**config.mk**
```make
export PLATFORM = sky130hd
export DESIGN_NAME = lsu_ea_gen
export DESIGN_NICKNAME = d
export VERILOG_FILES = /design/src/rtl/ea_pkg.sv /design/src/rtl/ea_disp_scale.sv /design/src/rtl/ea_align_chk.sv /design/src/rtl/lsu_ea_gen.sv
export SDC_FILE = /design/constraint.sdc
export NUM_CORES = 1
export LEC_CHECK = 0
export BUFFER_PORTS_ARGS = -buffer_cell sky130_fd_sc_hd__buf_4
export CORE_ASPECT_RATIO = 1.1
export CORE_MARGIN = 2
export CORE_UTILIZATION = 48
export DETAILED_ROUTE_END_ITERATION = 7
export HOLD_SLACK_MARGIN = 0.06
export PLACE_DENSITY = 0.78
export SLEW_MARGIN = 30
export SYNTH_ARGS = -nofsm -noshare
export SYNTH_HDL_FRONTEND = slang
export SYNTH_SLANG_ARGS = --single-unit
```
**constraint.sdc**
```tcl
create_clock -name clk -period 5.7 [get_ports clk]
set_input_delay 1.14 -clock clk [delete_from_list [all_inputs] [get_ports clk]]
set_output_delay 1.14 -clock clk [all_outputs]
set_load 0.02 [all_outputs]
```
**src/rtl/ea_pkg.sv**
```systemverilog
package ea_pkg;
    typedef enum logic [1:0] {
        EA_RN_DISP = 2'b00,
        EA_RN_IDX  = 2'b01,
        EA_GB_DISP = 2'b10,
        EA_GB_IDX  = 2'b11
    } ea_mode_e;

    typedef enum logic [1:0] {
        SZ_BYTE = 2'b00,
        SZ_WORD = 2'b01,
        SZ_LONG = 2'b10,
        SZ_BAD  = 2'b11
    } ea_size_e;

    // log2 of the access width in bytes; the illegal code maps to zero
    function automatic logic [1:0] size_shift(ea_size_e sz);
        case (sz)
            SZ_WORD: return 2'd1;
            SZ_LONG: return 2'd2;
            default: return 2'd0;
        endcase
    endfunction
endpackage

```
**src/rtl/ea_disp_scale.sv**
```systemverilog
module ea_disp_scale #(
    parameter int FIELD_W = 4,
    parameter int OUT_W   = 32
) (
    input  logic [FIELD_W-1:0] field_i,
    input  logic [1:0]         shamt_i,
    output logic [OUT_W-1:0]   offs_o
);
    localparam int PAD_W = OUT_W - FIELD_W;

    logic [OUT_W-1:0] zext;

    // zero extension only: offsets never point below the base
    assign zext   = {{PAD_W{1'b0}}, field_i};
    assign offs_o = zext << shamt_i;
endmodule

```
**src/rtl/ea_align_chk.sv**
```systemverilog
module ea_align_chk
    import ea_pkg::*;
(
    input  ea_size_e   size_i,
    input  logic [1:0] low_i,
    output logic       misalign_o
);
    always_comb begin
        case (size_i)
            SZ_WORD: misalign_o = low_i[0];
            SZ_LONG: misalign_o = |low_i;
            default: misalign_o = 1'b0;
        endcase
    end
endmodule

```
**src/rtl/lsu_ea_gen.sv**
```systemverilog
module lsu_ea_gen
    import ea_pkg::*;
#(
    parameter int ADDR_W   = 32,
    parameter int SHORT_W  = 4,
    parameter int LONG_W   = 8
) (
    input  logic              clk,
    input  logic              rst,
    input  logic              req_i,
    input  logic [1:0]        mode_i,
    input  logic [1:0]        size_i,
    input  logic [LONG_W-1:0] disp_i,
    input  logic [ADDR_W-1:0] rn_i,
    input  logic [ADDR_W-1:0] idx_i,
    input  logic [ADDR_W-1:0] gbase_i,
    output logic [ADDR_W-1:0] addr_o,
    output logic              valid_o,
    output logic              misalign_o,
    output logic              size_err_o
);
    typedef struct packed {
        logic [ADDR_W-1:0] addr;
        logic              valid;
        logic              mis;
        logic              err;
    } ea_state_t;

    localparam ea_state_t RST_STATE = '{addr: '0, valid: 1'b0, mis: 1'b0, err: 1'b0};

    ea_mode_e  mode;
    ea_size_e  size;
    logic [1:0] shamt;
    logic [ADDR_W-1:0] short_off;
    logic [ADDR_W-1:0] long_off;
    logic [ADDR_W-1:0] base_sel;
    logic [ADDR_W-1:0] off_sel;
    logic [ADDR_W-1:0] sum;
    logic              mis_w;
    ea_state_t         st_d, st_q;

    assign mode  = ea_mode_e'(mode_i);
    assign size  = ea_size_e'(size_i);
    assign shamt = size_shift(size);

    ea_disp_scale #(.FIELD_W(SHORT_W), .OUT_W(ADDR_W)) u_short (
        .field_i (disp_i[SHORT_W-1:0]),
        .shamt_i (shamt),
        .offs_o  (short_off)
    );

    ea_disp_scale #(.FIELD_W(LONG_W), .OUT_W(ADDR_W)) u_long (
        .field_i (disp_i),
        .shamt_i (shamt),
        .offs_o  (long_off)
    );

    always_comb begin
        case (mode)
            EA_RN_DISP: begin base_sel = rn_i;    off_sel = short_off; end
            EA_RN_IDX:  begin base_sel = rn_i;    off_sel = idx_i;     end
            EA_GB_DISP: begin base_sel = gbase_i; off_sel = long_off;  end
            default:    begin base_sel = gbase_i; off_sel = idx_i;     end
        endcase
    end

    // modulo 2^ADDR_W: carry out of the top bit is discarded
    assign sum = base_sel + off_sel;

    ea_align_chk u_align (
        .size_i     (size),
        .low_i      (sum[1:0]),
        .misalign_o (mis_w)
    );

    always_comb begin
        st_d       = st_q;
        st_d.valid = 1'b0;
        st_d.mis   = 1'b0;
        st_d.err   = 1'b0;
        if (req_i) begin
            if (size == SZ_BAD) begin
                st_d.err = 1'b1;
            end else begin
                st_d.addr  = sum;
                st_d.valid = 1'b1;
                st_d.mis   = mis_w;
            end
        end
    end

    always_ff @(posedge clk) begin
        if (rst) st_q <= RST_STATE;
        else     st_q <= st_d;
    end

    assign addr_o     = st_q.addr;
    assign valid_o    = st_q.valid;
    assign misalign_o = st_q.mis;
    assign size_err_o = st_q.err;
endmodule

```
Yosys cells after proc, flatten, opt, wreduce, memory -nomap -nowiden
Index checks and enable logic that the tools add are counted.

Word-level logic and storage cells: 26. Register bits after elaboration: 35. Output and inout bits: 35. Input bits: 111.

Shifts and indexed selects: 2. Eq/ne operators: 5. Multiplexer cells: 6. Reduce and logical (&&, ||, !) cells: 6. Add/subtract/negate cells: 1. Bitwise logic cells: 2.

Operator list (count): $pmux W32 S2 (1); $add A32 B32 Y32 (1); $mux W32 (1); $shl A4 B2 Y32 (1); $shl A8 B2 Y32 (1); $eq A2 B2 Y1 const B (3); $reduce_or A2 Y1 (3); $eq A2 B1 Y1 const B (2); $pmux W2 S2 (1); $reduce_or A3 Y1 (1); $logic_not A2 Y1 (1); $mux W2 (1); $not A1 Y1 (2); $pmux W1 S2 (1); $reduce_and A2 Y1 (1); $mux W1 (1).

Logic depth before layout (Yosys ltp)
Gate-level depths: netlist of the first run.

Depth in word-level cells: 8. Mapped depth: 15. Mapped depth without buffers: 15.

Cells and area by module
Synthesis of the first run repeated with hierarchy kept, for this count alone.

Cell total of the unflattened synthesis: 629. Area total of the unflattened synthesis: 4693.3 um^2.

By module, submodules not included: lsu_ea_gen (times used 1, area each 3990.1 um^2, cells each 537); ea_disp_scale (u_long) (times used 1, area each 345.3 um^2, cells each 44); ea_disp_scale (u_short) (times used 1, area each 311.5 um^2, cells each 41); ea_align_chk (times used 1, area each 46.3 um^2, cells each 7).

Least setup slack after synthesis of the first run
No wires, ideal clock.

Path kind: input-to-reg. From: input mode_i[1]. To: register st_q, in the netlist addr_o[24]. Path buffers: 2. Arrival time: 4.118 ns. Required time: 5.583 ns. Slack: 1.464 ns. Stages on the path: 12. Cell sequence: clkbuf_1 -> clkbuf_1 -> mux2_2 -> ha_1 -> fa_1 -> a21o_1 -> nand3_1 -> a211oi_2 -> o311ai_2 -> a31oi_1 -> or3_1 -> a32o_1.

Longest elaborated chain between the ends: 4. Elaborated cells between the ends (all ways): 7.

Ends and longest elaborated chain: start: declaration (RTL line lsu_ea_gen.sv:11) `input logic [1:0] mode_i,`; $eq A2 B1 Y1 / $logic_not A2 Y1 (equally long branches) (RTL line lsu_ea_gen.sv:59) `case (mode)`; $reduce_or A2 Y1 (no line); $mux W32 (RTL line lsu_ea_gen.sv:59); $add A32 B32 Y32 * (RTL line lsu_ea_gen.sv:68) `assign sum = base_sel + off_sel;`; end signal: assignment (RTL line lsu_ea_gen.sv:94) `else st_q <= st_d;`; end: declaration (RTL line lsu_ea_gen.sv:40) `ea_state_t st_d, st_q;`.

Mark *: on every way between the ends. The rest lies on a longest branch, timed or not. A chain may end at the register's enable or synchronous reset.

Worst setup path after layout of the first run
Same ends and word-level chain as after synthesis.

==> impl_metrics.tcl, run 1 <==
set metrics [dict create \
    routabilityCongestion 0.9248 \
    min_path_type "flop to flop" \
    fmax_mhz 233.0 \
    clkSinkCount 35 \
    cellLeakagePower_nw 2.302 \
    cts_hold_buf 0 \
    io_buffers 145 \
    crit_buf_inv 1 \
    rows 34 \
    slowest_stage "buf_4" \
    synth_top_family_by_area "compound AO/OA/AOI/OAI gates" \
    critPathMaxFanout 35 \
    worst_clock_skew_ns 0 \
    wirelength_um 10820 \
    grt_pass1_wl_um 17460 \
    stdcell_count 736 \
    post-place-ws_ns 1.128 \
    dp.cells 729 \
    antenna_left 0 \
    synth_compound_area_share_pct 26.03 \
    ys_seq_area_share_pct 18.24 \
    grt_antenna_before_repair 0 \
    synth_top_area_share_pct 18.24 \
    synth_cell_types 61 \
    crit_start "mode_i[1]" \
    via_per_inst 5.590 \
    irDropWorstVdd_v 0.00008495 \
    drt_iter0_markers 212 \
    clk-insertion-delay-late_ns 0.28 \
    max_slew.worst_pin.slew_ns 0.8703 \
    cts_resized 0 \
    power_frac_comb_pct 50.7 \
    ys_ff_latch 35 \
    synthCells 508 \
    nets 776 \
    netlist_area_mm2 0.003841 \
    status "finished, final reports clean" \
    synthTopCellsByArea "dfxtp_1 (18%), ha_1 (12%), mux2_2 (9.4%)" \
    muxShareOfSynthArea_pct 12.25 \
    post_drt_wl_per_cell_um 14.70 \
    internal-power_mw 0.5903 \
    clkPwrFrac_pct 19.1 \
    design_area_mm2 0.005040 \
    dieArea_mm2 0.008735 \
    yosysTopAreaCell "dfxtp_1" \
    cp_cell_sequence "buf_4 -> nand2b_1 -> nor3b_1 -> a21oi_1 -> nor2b_1 -> a211oi_1 -> a21o_1 -> ha_1 -> and2_4 -> a221oi_4 -> a211oi_2 -> o311ai_2 -> a31oi_1 -> or3_1 -> a32o_1" \
    cp.required_ns 5.88 \
    fin_crit_ns 4.292 \
    grt_pass1_vias 4028 \
    dp_hpwl_um 8770 \
    worstSetupPathType "primary input to flop" \
    synthFlopType "dfxtp_1" \
    syn2layout_area_growth_pct 31.21 \
    relSlewSlack_pct 41.98 \
    yosys_warnings 0 \
    overflow 0 \
    gr-usage-all-layers_pct 24.39 \
    clockRootBuffer "clkbuf_8" \
    worstPathArrival_ns 4.47 \
    crit_family "compound AO/OA/AOI/OAI gates" \
    grt_max_degree 43 \
    cts_buffer_depth 2 \
    drive_gt1_share_pct 31.21 \
    diodes 0 \
    die_h_um 97.82 \
    placed_area_mm2 0.004950 \
    powerDensity_mw_per_mm2 188.3 \
    postCtsSetupRepairBufs 0 \
    holdWs_ns 0.4541 \
    timing_hold_violations_final 0 \
    end_kind "flop" \
    power.switching_mw 0.3588 \
    clk_pin_slew_ns 0.07 \
    maxSlewViolCount 0 \
    seq_power_share_pct 30.2 \
    syn_avg_cell_area_um2 7.561 \
    htree_levels 2 \
    syn-num-nets 656 \
    r2r-start "addr_o[30]$_SDFFE_PP0P_" \
    setup_viol 0 \
    synth_commonest_cells "nand2_1 (66), a21oi_1 (47), o21ai_0 (39)" \
    cts_made_buffers 5 \
    synth_adder_area_share_pct 12.25 \
    async_reset_ff_share_pct 0 \
    rsz0062_at_grt "no" \
    io_pins 146 \
    drc 0 \
    num_vias 4114 \
    slowest_delay_ns 0.37 \
    critPathLaunchType "primary input" \
    fin_crit_sh_pct 75.30 \
    yosys.area_share.simple_pct 21.89 \
    initial_core_util_pct 49.07 \
    hold_path.startpoint "addr_o[7]$_SDFFE_PP0P_" \
    synth_edf_count 0 \
    drv_cap 0 \
    synthXorXnorAreaFrac_pct 4.788 \
    setup_ws_ns 1.408 \
    yosysMostFrequentCell "nand2_1" \
    setup-tns-final_ns 0 \
    core-area_mm2 0.007828 \
    p_sw_share_pct 37.81 \
    cts_tree "done" \
    die_w_um 89.30 \
    firstDrtPassIters 4 \
]
[path summary, 6_finish.rpt]
kind | depth (start not counted) | endpoint | slack [ns]
worst max-delay path | 15 | addr_o[24]$_SDFFE_PP0P_ | 1.41
worst min-delay path | 2 | addr_o[7]$_SDFFE_PP0P_ | 0.45
worst min register to register | 2 | addr_o[7]$_SDFFE_PP0P_ | 0.45
worst max register to register | 3 | addr_o[30]$_SDFFE_PP0P_ | 4.66
[cells by family (layout without fill, tap and decap cells)]
| group | Yosys count | after routing |
|---|---|---|
| and+or+nand+nor | 171 | 171 |
| AOI/OAI and AO/OA | 155 | 155 |
| buffers and inverters | 46 | 166 |
| muxes | 43 | 43 |
| adders and majority gates | 37 | 37 |
| DFF | 35 | 35 |
| xor gates and xnor gates | 21 | 21 |
[cell usage in the layout (no fill, tap or decap), drive strengths merged, types with 2 or more instances in the layout]
master	instances
and4	2
nand4	11
a41oi	4
o21ai	41
and2	22
o21a	2
nand2	66
dfxtp	35
and3	2
ha	36
a21o	12
nand2b	4
inv	12
xnor2	12
o22ai	2
nand3	12
a211oi	13
mux2	32
nor2b	3
o211ai	4
nor3b	3
buf	147
or2	2
mux2i	11
o31ai	3
a21boi	4
or3	3
a311oi	2
nand3b	3
nor4b	2
a21oi	47
xor2	9
a31oi	4
clkbuf	6
nor4	2
nor3	6
nor2	27
o21bai	4
[sequential cells by signal (all words and copies together), names as in the netlist]
register and flops:
size_err_o 1, misalign_o 1, addr_o 32, valid_o 1
[per-stage QoR]
| step | power [mW] | utilization (%) |
|---|---|---|
| after global placement | 0.7618 | 63.24 |
| after CTS | 0.9530 | 64.35 |
| after floorplan | 0.6057 | - |
| after detailed placement | 0.7694 | 63.24 |
| after global routing | 1.015 | 64.39 |
| final | 0.9490 | 64.39 |
[area by class of cell]
cell class,count,area (um^2)
Multi-Input combinational cell,427,2968
Fill cell,750,2788
Timing Repair Buffer,147,1104
Sequential cell,35,700.7
Tap cell,108,135.1
Clock buffer,6,82.58
Inverter,12,45.04
Clock inverter,1,5.005
[metal layers]
metal | up-vias | part of all wire (%) | track usage [%]
li1 | 2082 | - | -
met1 | 1875 | 43 | 30.06
met2 | 140 | 49 | 43.25
met3 | 17 | 6.5 | 3.973
met4 | 0 | 1.6 | 6.200
met5 | - | 0 | 0
[power groups by stage]
stage	Combinational (mW)	Sequential [mW]	Clock [mW]
floorplan	0.284	0.322	0
global placement	0.470	0.292	0
detailed placement	0.477	0.292	0
CTS	0.480	0.287	0.186
global route	0.531	0.289	0.195
finish	0.481	0.287	0.181
[worst register-to-register path: stages (launching register included)]
cell	delay, ns
dfxtp_1	0.36
nor2_1	0.08
or3_1	0.32
a211oi_1	0.21
Note: power is estimated with default switching activity, not from simulation.
==> run 2: changes to the inputs <==
- CORE_UTILIZATION: 48 -> 46
- PLACE_DENSITY: 0.78 -> 0.79
- clock period: 5.7 -> 3.5 ns (I/O delays scaled with it)
==> impl_metrics.tcl, run 2 (synthesized netlist as in run 1, its figures left out) <==
set metrics [dict create \
    status "finished, final reports clean" \
    cts_buffer_depth 2 \
    crit_buf_inv 3 \
    initial_core_util_pct 48.03 \
    num_vias 4711 \
    fin_crit_sh_pct 98.85 \
    dp.cells 780 \
    max_slew.worst_pin.slew_ns 0.5423 \
    multi_input_area_mm2 0.003080 \
    ff2ff_setup_slack_ns 2.50 \
    grt_antenna_before_repair 0 \
    placed_area_mm2 0.005353 \
    cellLeakagePower_nw 2.604 \
    setup_viol 0 \
    hold_path.startpoint "addr_o[27]$_SDFFE_PP0P_" \
    fmax_mhz 289.0 \
    irDropWorstVdd_v 0.0001661 \
    cp_cell_sequence "buf_8 -> inv_6 -> ha_4 -> buf_8 -> mux2i_1 -> nor3_1 -> a221o_1 -> ha_1 -> a21oi_2 -> o22ai_1 -> o311ai_4 -> a31oi_4 -> or3_1 -> a32o_1" \
    clk_pin_slew_ns 0.08 \
    worstSetupPathType "primary input to flop" \
    layout_commonest_cell "buf_4" \
    drv_cap 0 \
    crit_top_cell "buf_8" \
    worst_clock_skew_ns 0 \
    antenna_left 0 \
    io_buffers 145 \
    fillCellCount 645 \
    register_area_um2 700.7 \
    worstPathArrival_ns 3.66 \
    crit_family "compound AO/OA/AOI/OAI gates" \
    via_per_inst 5.948 \
    wirelength_um 13110 \
    grt_max_degree 42 \
    drive_gt1_share_pct 39.04 \
    clockRootBuffer "clkbuf_8" \
    diodes 0 \
    clkSinkCount 35 \
    io_pins 146 \
    dieArea_mm2 0.009098 \
    htree_levels 2 \
    min_path_type "flop to flop" \
    drt_iter0_markers 282 \
    relSlewSlack_pct 63.84 \
    rr_endpoint "addr_o[30]$_SDFFE_PP0P_" \
    die_w_um 91.13 \
    dp_hpwl_um 10370 \
    firstDrtPassIters 7 \
    timing_hold_violations_final 0 \
    overflow 0 \
    die_h_um 99.84 \
    gr-usage-all-layers_pct 27.63 \
    syn2layout_area_growth_pct 46.58 \
    grt_pass1_wl_um 20780 \
    cp.required_ns 3.70 \
    drc 0 \
    cts_tree "done" \
    powerDensity_mw_per_mm2 317.0 \
    rsz0062_at_grt "yes" \
    r2r-start "addr_o[30]$_SDFFE_PP0P_" \
    holdWs_ns 0.4576 \
    core-area_mm2 0.007998 \
    nets 831 \
    grt_pass1_vias 4586 \
    post_drt_wl_per_cell_um 16.55 \
    stdcell_count 792 \
    end_kind "flop" \
    cts_made_buffers 5 \
    mostFrequentLayoutCells "buf_4 (198), nand2_1 (66), a21oi_1 (46)" \
    r2r_cells 3 \
    hold_end "addr_o[27]$_SDFFE_PP0P_" \
    critPathLaunchType "primary input" \
    finalPower_mw 1.785 \
    slowest_stage "or3_1" \
    maxSlewViolCount 0 \
    routabilityCongestion 1.010 \
    fin_crit_ns 3.460 \
    clk-insertion-delay-late_ns 0.30 \
    critPathMaxFanout 7 \
    rows 34 \
    largest_reg_flops 32 \
    slowest_delay_ns 0.39 \
    holdPathStages 2 \
    design_area_mm2 0.005630 \
]
==> run 2: stage by stage <==
step	TNS [ns]	util, %	worst slack (ns)
2_1_floorplan	0	-	0.004273
3_3_place_gp	-0.9134	66.93	-0.1987
3_5_place_dp	-2.827	66.93	-0.3090
4_1_cts	0	68.90	0.0006797
5_1_grt	-0.08178	70.40	-0.08178
6_report	0	70.40	0.04013
==> run 2: where the power goes <==
part           total (mW)  switching, mW  internal (mW)
clock               0.388          0.173          0.216
sequential          0.468         0.0261          0.442
combinational       0.929          0.480          0.448
total                1.78          0.679           1.11
==> run 2: final cells by class <==
class	count	area share, %
Timing Repair Buffer	202	27.49
Sequential cell	35	12.44
Multi-Input combinational cell	427	54.71
Inverter	12	0.8889
Tap cell	108	2.400
Clock inverter	3	0.8444
Clock buffer	5	1.222
==> run 2: timing repair <==
action | in CTS | in global routing
pin swaps | 3 | 10
hold buffers | 0 | 0
resized for setup | 5 | 23
endpoints found under the setup margin | 1 | 14
buffers inserted | 2 | 2
==> run 2: worst reg2reg max path, cell delays in order, from the launching register on <==
cell	delay [ns]
dfxtp_1	0.36
nor2_1	0.05
or3_1	0.31
a211oi_1	0.20
==> run 2: worst max-delay path by stage <==
stage                   start                 endpoint  slack, ns  depth (start not counted)
floorplan           mode_i[1]  addr_o[24]$_SDFFE_PP0P_      0.004                         15
global placement    size_i[0]  addr_o[24]$_SDFFE_PP0P_      -0.20                         15
detailed placement  size_i[1]  addr_o[24]$_SDFFE_PP0P_      -0.31                         14
CTS                 size_i[1]  addr_o[24]$_SDFFE_PP0P_     0.0007                         16
global route        size_i[1]  addr_o[24]$_SDFFE_PP0P_      -0.08                         16
finish              size_i[1]  addr_o[24]$_SDFFE_PP0P_       0.04                         14
==> run 2: per-layer routing <==
layer  wire, um  share of wire [%]  track usage [%]  vias up
li1           -                  -                -     2200
met1       4771                 36            30.03     2123
met2       6495                 50            50.71      310
met3       1195                9.1            6.006       78
met4        642                4.9            13.75        0
met5          0                  0                0        -
